[config.mk]
export PLATFORM = sky130hd
export DESIGN_NAME = gap_watch
export DESIGN_NICKNAME = d
export VERILOG_FILES = /design/src/rtl/gw_pkg.sv /design/src/rtl/gw_sync.sv /design/src/rtl/gw_gap_timer.sv /design/src/rtl/gw_flags.sv /design/src/rtl/gap_watch.sv
export SDC_FILE = /design/constraint.sdc
export NUM_CORES = 1
export LEC_CHECK = 0
export CORE_UTILIZATION = 45
export CTS_BUF_LIST = sky130_fd_sc_hd__clkbuf_16
export CTS_CLUSTER_DIAMETER = 200
export DETAILED_ROUTE_END_ITERATION = 10
export DONT_BUFFER_PORTS = 1
export PLACE_DENSITY = 0.7
export SYNTH_ARGS = -nofsm -noshare
export SYNTH_HDL_FRONTEND = slang
export SYNTH_HIERARCHICAL = 1
export SYNTH_SLANG_ARGS = --single-unit
[constraint.sdc]
create_clock -name clk_i -period 2 [get_ports clk_i]
set_clock_uncertainty 0.15 [all_clocks]
set_input_delay 0.3 -clock clk_i [delete_from_list [all_inputs] [get_ports clk_i]]
set_output_delay 0.3 -clock clk_i [all_outputs]
set_load 0.1 [all_outputs]
[src/rtl/gw_pkg.sv]
package gw_pkg;
  typedef enum logic {
    GW_TRACK = 1'b0,
    GW_FROZEN = 1'b1
  } gw_mode_e;

  localparam int unsigned GW_SYNC_STAGES = 2;
endpackage

[src/rtl/gw_sync.sv]
module gw_sync #(
  parameter int unsigned STAGES = 2
) (
  input  logic clk_i,
  input  logic rst_n,
  input  logic ref_i,
  output logic rise_o
);
  logic [STAGES:0] sh_q;
  logic [STAGES:0] sh_d;

  always_comb begin
    sh_d = {sh_q[STAGES-1:0], ref_i};
  end

  always_ff @(posedge clk_i or negedge rst_n) begin
    if (!rst_n) sh_q <= '0;
    else        sh_q <= sh_d;
  end

  assign rise_o = sh_q[STAGES-1] & ~sh_q[STAGES];
endmodule

[src/rtl/gw_gap_timer.sv]
module gw_gap_timer #(
  parameter int unsigned PER_W = 16,
  localparam int unsigned CW = PER_W + 2
) (
  input  logic             clk_i,
  input  logic             rst_n,
  input  logic             rise_i,
  input  logic [PER_W-1:0] period_i,
  output logic [CW-1:0]    cnt_o,
  output logic             over_o
);
  logic [CW-1:0] cnt_q, cnt_d, thr;
  logic          cnt_en;

  always_comb begin
    thr    = ({2'b00, period_i} << 1) + {3'b000, period_i[PER_W-1:1]};
    cnt_en = rise_i | (cnt_q != {CW{1'b1}});
    cnt_d  = rise_i ? '0 : cnt_q + 1'b1;
  end

  always_ff @(posedge clk_i or negedge rst_n) begin
    if (!rst_n)      cnt_q <= '0;
    else if (cnt_en) cnt_q <= cnt_d;
  end

  assign cnt_o  = cnt_q;
  assign over_o = (cnt_q > thr) & ~rise_i;
endmodule

[src/rtl/gw_flags.sv]
module gw_flags
  import gw_pkg::*;
(
  input  logic clk_i,
  input  logic rst_n,
  input  logic rise_i,
  input  logic over_i,
  input  logic fast_sw_en_i,
  input  logic irq_mask_i,
  input  logic mirror_en_i,
  input  logic stat_clr_i,
  output logic hold_o,
  output logic switch_req_o,
  output logic irq_o,
  output logic mirror_o,
  output logic stat_o
);
  gw_mode_e mode_q, mode_d;
  logic     stat_q, stat_d;
  logic     sw_q, sw_d;
  logic     fail_set;

  always_comb begin
    fail_set = over_i & (mode_q == GW_TRACK);
    mode_d   = mode_q;
    if (rise_i)      mode_d = GW_TRACK;
    else if (over_i) mode_d = GW_FROZEN;
    stat_d = stat_q;
    if (fail_set)        stat_d = 1'b1;
    else if (stat_clr_i) stat_d = 1'b0;
    sw_d = fail_set & fast_sw_en_i;
  end

  always_ff @(posedge clk_i or negedge rst_n) begin
    if (!rst_n) begin
      mode_q <= GW_TRACK;
      stat_q <= 1'b0;
      sw_q   <= 1'b0;
    end else begin
      mode_q <= mode_d;
      stat_q <= stat_d;
      sw_q   <= sw_d;
    end
  end

  assign hold_o       = (mode_q == GW_FROZEN);
  assign switch_req_o = sw_q;
  assign irq_o        = stat_q & ~irq_mask_i;
  assign mirror_o     = stat_q & mirror_en_i;
  assign stat_o       = stat_q;
endmodule

[src/rtl/gap_watch.sv]
module gap_watch #(
  parameter int unsigned PER_W = 16,
  localparam int unsigned CW = PER_W + 2
) (
  input  logic             clk_i,
  input  logic             rst_ni,
  input  logic             ref_i,
  input  logic [PER_W-1:0] period_i,
  input  logic             fast_sw_en_i,
  input  logic             irq_mask_i,
  input  logic             mirror_en_i,
  input  logic             stat_clr_i,
  output logic             hold_o,
  output logic             switch_req_o,
  output logic             irq_o,
  output logic             mirror_o
);
  logic [1:0]    rst_sync_q;
  logic          rst_n;
  logic          ref_rise;
  logic          gap_over;
  logic [CW-1:0] gap_cnt;
  logic          stat_q;

  always_ff @(posedge clk_i or negedge rst_ni) begin
    if (!rst_ni) rst_sync_q <= 2'b00;
    else         rst_sync_q <= {rst_sync_q[0], 1'b1};
  end
  assign rst_n = rst_sync_q[1];

  gw_sync #(.STAGES(gw_pkg::GW_SYNC_STAGES)) u_sync (
    .clk_i  (clk_i),
    .rst_n  (rst_n),
    .ref_i  (ref_i),
    .rise_o (ref_rise)
  );

  gw_gap_timer #(.PER_W(PER_W)) u_timer (
    .clk_i    (clk_i),
    .rst_n    (rst_n),
    .rise_i   (ref_rise),
    .period_i (period_i),
    .cnt_o    (gap_cnt),
    .over_o   (gap_over)
  );

  gw_flags u_flags (
    .clk_i        (clk_i),
    .rst_n        (rst_n),
    .rise_i       (ref_rise),
    .over_i       (gap_over),
    .fast_sw_en_i (fast_sw_en_i),
    .irq_mask_i   (irq_mask_i),
    .mirror_en_i  (mirror_en_i),
    .stat_clr_i   (stat_clr_i),
    .hold_o       (hold_o),
    .switch_req_o (switch_req_o),
    .irq_o        (irq_o),
    .mirror_o     (mirror_o),
    .stat_o       (stat_q)
  );
endmodule

==> Yosys cells after proc, flatten, opt, wreduce, memory -nomap -nowiden <==
Index checks and enable logic that the tools add are counted.
Widths: inputs -> output; s select.
{ "word_totals": {"regBits": 26, "in_bits": 23, "output_inout_bits": 4, "word_cells": 28} }
{ "op_classes": {"n_addsub": 2, "n_lt_le_gt_ge": 1, "eq_ne": 1, "muxes": 5, "n_bitwise": 11, "reduce_logical": 2} }
{ "op_table": {"columns": ["operator", "n"], "rows": [
  ["$add 17x15->18", 1],
  ["$add 18x1->18 const B", 1],
  ["$gt 18x18->1", 1],
  ["$mux 18", 1],
  ["$ne 18x18->1 const B", 1],
  ["$and 1x1->1", 6],
  ["$mux 1", 4],
  ["$not 1->1", 4],
  ["$reduce_bool 2->1", 2],
  ["$or 1x1->1", 1]
]} }

==> Longest topological paths before layout <==
{ "depth": {"word_depth": 6, "depth_mapped": 15, "mapped_depth_nobuf": 15} }

==> By module <==
The synthesis kept the hierarchy.
{ "by_module_without_submodules": {"columns": ["module", "n_inst", "cells_per_inst", "area_each_um2", "seq_area_each_um2"], "rows": [
  ["gw_gap_timer", 1, 256, 2147.1, 450.4],
  ["gw_flags", 1, 11, 118.9, 75.1],
  ["gw_sync", 1, 4, 88.8, 75.1],
  ["gap_watch", 1, 3, 53.8, 50.0]
]} }

==> Least setup slack after synthesis <==
Ideal clock, no wire load.
{ "synth_timing": {"kind": "input to register", "from": "input period_i[0]", "to": "register u_flags.stat_q, in the netlist u_flags/stat_o", "setup_time_ps": 173, "arrival_time_ps": 3189, "required_ps": 1677, "slack_ps": -1512, "path_stages": 15, "n_path_buf": 0, "cell_sequence": "ha_1 > fa_1 > a211oi_1 > nor3_1 > nor2_1 > o31ai_1 > xnor2_1 > ha_1 > a21o_1 > a21o_1 > a221o_1 > a211oi_1 > a21oi_1 > inv_1 > o22ai_1"} }
{ "synth_via": {"elab_chain_cells": 5, "elab_cells_between_ends": 6, "classes_between": "add/sub (1); order compare (1); mux (1); bitwise (2); reduce/logical (1)"} }
{ "synth_rtl": {"columns": ["item", "line", "rtl"], "rows": [
  ["from (decl)", "gap_watch.sv:8", "input logic [PER_W-1:0] period_i,"],
  ["$add 17x15->18 (*)", "gw_gap_timer.sv:16", "thr = ({2'b00, period_i} << 1) + {3'b000, period_i[PER_W-1:1]};"],
  ["$gt 18x18->1 (*)", "gw_gap_timer.sv:27", "assign over_o = (cnt_q > thr) & ~rise_i;"],
  ["$and 1x1->1 (*)", "gw_gap_timer.sv:27", null],
  ["via gap_over", "gap_watch.sv:21", "logic gap_over;"],
  ["$and 1x1->1 (*)", "gw_flags.sv:24", "fail_set = over_i & (mode_q == GW_TRACK);"],
  ["$mux 1 or $reduce_bool 2->1 (tied branches)", null, null],
  ["to (signal assigned)", "gw_flags.sv:41", "stat_q <= stat_d;"],
  ["to (decl)", "gw_flags.sv:19", "logic stat_q, stat_d;"]
]} }
The timed path passes the listed nets; every way through them passes the cells marked *.
A chain may end at the register's enable or synchronous reset.

==> Final worst setup path <==
{ "layout_timing": {"from": "input period_i[5]", "to": "register u_flags.sw_q, in the netlist u_flags/switch_req_o"} }
{ "layout_via": {"elab_chain_cells": 5} }
{ "layout_rtl": {"columns": ["item", "line", "rtl"], "rows": [
  ["$add 17x15->18", "gw_gap_timer.sv:16", null],
  ["$gt 18x18->1", "gw_gap_timer.sv:27", null],
  ["$and 1x1->1", "gw_gap_timer.sv:27", null],
  ["via gap_over", "gap_watch.sv:21", null],
  ["$and 1x1->1", "gw_flags.sv:24", null],
  ["$and 1x1->1", "gw_flags.sv:31", "sw_d = fail_set & fast_sw_en_i;"],
  ["via u_flags.sw_d", "gw_flags.sv:20", "logic sw_q, sw_d;"],
  ["to (signal assigned)", "gw_flags.sv:42", "sw_q <= sw_d;"],
  ["to (decl)", "gw_flags.sv:20", null]
]} }
The timed path passes the listed nets, and every way through them passes these cells.

==> run metrics <==
outcome=finished, violations left; failing checks=negative setup slack; Remaining DRCs=0; sequential power share=0.331; flops & latches, synth=26; site row count=26; First DRT Iteration DRCs=around 180; IO Port Bufs=0; fmax=328 MHz; crit end category=flop; max cap viols=0; multi-input logic area=1810 um^2; Syn Area/Cell=8.79 um^2; Setup Viol. Count Final=3; worst reg2reg endpoint=u_flags/switch_req_o$_DFF_PN0_; asr flop ratio synth=1.00; vias in the first global route=2240; IO Count=27; Die X=approximately 75 um; synth warn=6; Sequential Area=651 um^2; Critical Path AT=3080 ps; GR peak layer=met2; clock buffer depth=2; Worst EP required=2030 ps; Final Worst Setup Slack=-1050 ps; sw power=0.000568 W; Initial Util=0.469; Fin Setup TNS=-3080 ps; R2R depth=8; sw frac=0.320; via count=2275; # nets final=roughly 400; Via-to-Cell Ratio=5.47; n_diodes=0; Tmin final=~3000 ps; crit path kind=input port to flop; power per cell area=544 nW/um^2; Die Area=roughly 5600 um^2; leakage dissipation=1.53 nW; Placer Congestion=between 0.8 and 0.9; met1 usage=0.291; Post-synth EDFFs=0; first-pass GRT wire length=9750 um; number of cells produced by synthesis=274; Tcrit/Tclk final=1.53; Pre-antenna DRT Iters=4; Critical Path Start Type=input port; Worst Path Max Fanout=3; CTS tree=done; H-tree levels=1; min-delay src=fast_sw_en_i; GRT met3 Usage=0.0335; Post-DRT Antenna Nets=0; power share of the clock group=0.245; gr usage total=0.227; Post-Syn Nets=331; DP Wirelength=4760 um; Cell Area, Synth=2410 um^2; CTS Buf Count=3; internal power=0.00121 W; Design Area, Final=3270 um^2; pin count of the biggest net entering global routing=20; Seq/Total Area, Yosys=0.270; clock slew at reported path FFs=60 ps; dpl cell area=3030 um^2; clk_lat worst skew=260 ps; Pins Over Slew Limit=0; CTS root buf=clkbuf_16; initial antenna violation count=0; total grt overflow=0; R2R setup slack=-140 ps; core outline area=5140 um^2; share of cells above drive strength 1=0.324; met2 Usage GRT=0.412; Num Clock Sinks=26; IR drop worst, VDD=roughly 0.00052 V; Hold Crit Depth=1; Primary FF master, synth=dfrtp_1; fillers=445; Worst R2R Start=u_timer/cnt_o[3]$_DFFE_PN0P_; synth unique cells=50; Die H=75.2 um; Final Hold Viols=0; Hold EP=u_flags/switch_req_o$_DFF_PN0_; Routed WL per cell=14.8 um; RSZ-0062 raised after global routing=yes; Combinational Power Share=0.424; Syn-to-layout area delta=35.7%; HP Class=input port to flop; final WL=6150 um
-- power groups by stage --
stage / Sequential, W / Clock, W / Combinational (W)
2_1_floorplan: 0.000615 / 0 / 0.000391
3_3_place_gp: 0.000599 / 0 / 0.000678
3_5_place_dp: 0.000601 / 0 / 0.000707
4_1_cts: 0.000590 / 0.000449 / 0.000735
5_1_grt: 0.000592 / 0.000476 / 0.000842
6_report: 0.000588 / 0.000436 / 0.000754
-- flip-flops by register name (all words and copies together) (netlist names) --
name	cells
u_flags/stat_o	1
u_sync/sh_q	3
u_flags/hold_o	1
u_flags/switch_req_o	1
rst_sync_q	2
u_timer/cnt_o	18
-- timing repair --
item                                    in CTS  in global routing
hold buffers                                 4                  0
gates resized for setup                     12                 12
pin swaps                                   17                  4
endpoints found under the setup margin       3                  6
setup buffers                                0                  0
hold endpoints to repair                    10                  0
cloned                                       0                  1
-- worst max-delay path, cell delays in order --
cell       delay, ps
ha_1             190
a2111oi_1        520
o21ai_2          140
nand2_1          180
o41ai_2           80
xnor2_1          150
ha_1             320
nand4_1          140
nor4_2           330
a221o_1          250
a211oi_2          60
a21oi_2          180
inv_1             80
nor3b_2          150
-- cell type report --
| type | instances | area share |
|---|---|---|
| Sequential cell | 26 | 0.199 |
| Tap cell | 70 | 0.0268 |
| Clock inverter | 1 | 0.00115 |
| Clock buffer | 3 | 0.0230 |
| Multi-Input combinational cell | 228 | 0.553 |
| Inverter | 9 | 0.0103 |
| Timing Repair Buffer | 79 | 0.187 |
-- cells by family (layout without fill, tap and decap cells) --
| group | count (synthesis) | after routing | synth area share |
|---|---|---|---|
| AO/OA/AOI/OAI | 70 | 70 | 0.188 |
| XOR/XNOR | 26 | 26 | 0.0945 |
| adder cells (fa/ha/maj) | 34 | 34 | 0.180 |
| buffers and inverters | 20 | 92 | 0.0374 |
| flip-flops | 26 | 26 | 0.270 |
| multiplexers | 2 | 2 | 0.00831 |
| other | 1 | 1 | 0.00156 |
| AND/OR/NAND/NOR | 95 | 95 | 0.220 |
-- routing by layer --
metal	part of all wire	vias to the layer above
li1	-	1141
met1	0.44	1082
met2	0.52	44
met3	0.033	8
met4	0.012	0
met5	0	-
-- stage by stage --
stage                util  total power (W)  hold slack (ps)  worst slack [ps]  cells
finish              0.636          0.00178             61.6             -1050    416
CTS                 0.623          0.00177             57.9             -1020    415
floorplan               -          0.00101             -146             -1240    274
global placement    0.589          0.00128             -146             -1400    407
global route        0.636          0.00191             51.6             -1220    416
detailed placement  0.589          0.00131             -146             -1550    407
-- worst max path at each step --
| stage | end | cells past startpoint | startpoint | slack, ps |
|---|---|---|---|---|
| floorplan | u_flags/stat_o$_DFFE_PN0P_ | 15 | period_i[0] | -1240 |
| global placement | u_flags/switch_req_o$_DFF_PN0_ | 14 | period_i[1] | -1400 |
| detailed placement | u_flags/switch_req_o$_DFF_PN0_ | 15 | period_i[0] | -1550 |
| CTS | u_flags/switch_req_o$_DFF_PN0_ | 15 | period_i[0] | -1020 |
| global route | u_flags/switch_req_o$_DFF_PN0_ | 14 | period_i[5] | -1220 |
| finish | u_flags/switch_req_o$_DFF_PN0_ | 14 | period_i[5] | -1050 |
-- cells in the mapped netlist (2+ instances only) --
| master | count | area [um^2] |
|---|---|---|
| ha_1 | 33 | 413 |
| nor2_1 | 30 | 113 |
| dfrtp_1 | 26 | 651 |
| a21oi_1 | 23 | 115 |
| xnor2_1 | 19 | 166 |
| nand2_1 | 14 | 52.6 |
| nand3_1 | 13 | 65.1 |
| a21o_1 | 11 | 82.6 |
| inv_1 | 9 | 33.8 |
| nor3_1 | 9 | 45.0 |
| nand4_1 | 8 | 50.1 |
| o21ai_0 | 8 | 40.0 |
| xor2_1 | 7 | 61.3 |
| a211oi_1 | 6 | 45.0 |
| clkbuf_1 | 4 | 15.0 |
| o21ai_1 | 4 | 20.0 |
| and4_1 | 3 | 26.3 |
| buf_2 | 3 | 15.0 |
| buf_4 | 3 | 22.5 |
| o21bai_1 | 3 | 22.5 |
| and2_1 | 2 | 12.5 |
| mux2i_1 | 2 | 20.0 |
| nand2_2 | 2 | 12.5 |
| nand2b_1 | 2 | 12.5 |
| nor4_1 | 2 | 12.5 |
| nor4_2 | 2 | 25.0 |
| nor4_4 | 2 | 42.5 |
| o41ai_1 | 2 | 17.5 |
-- cell usage in the layout (no fill, tap or decap), drive strengths merged, types with 11 or more instances in the layout --
cell   synthesis  final
buf            7     74
ha            33     33
nor2          30     30
dfrtp         26     26
a21oi         23     23
xnor2         19     19
nand2         16     16
nand3         13     13
o21ai         12     12
a21o          11     11
Power figures use the tool's default switching activity.
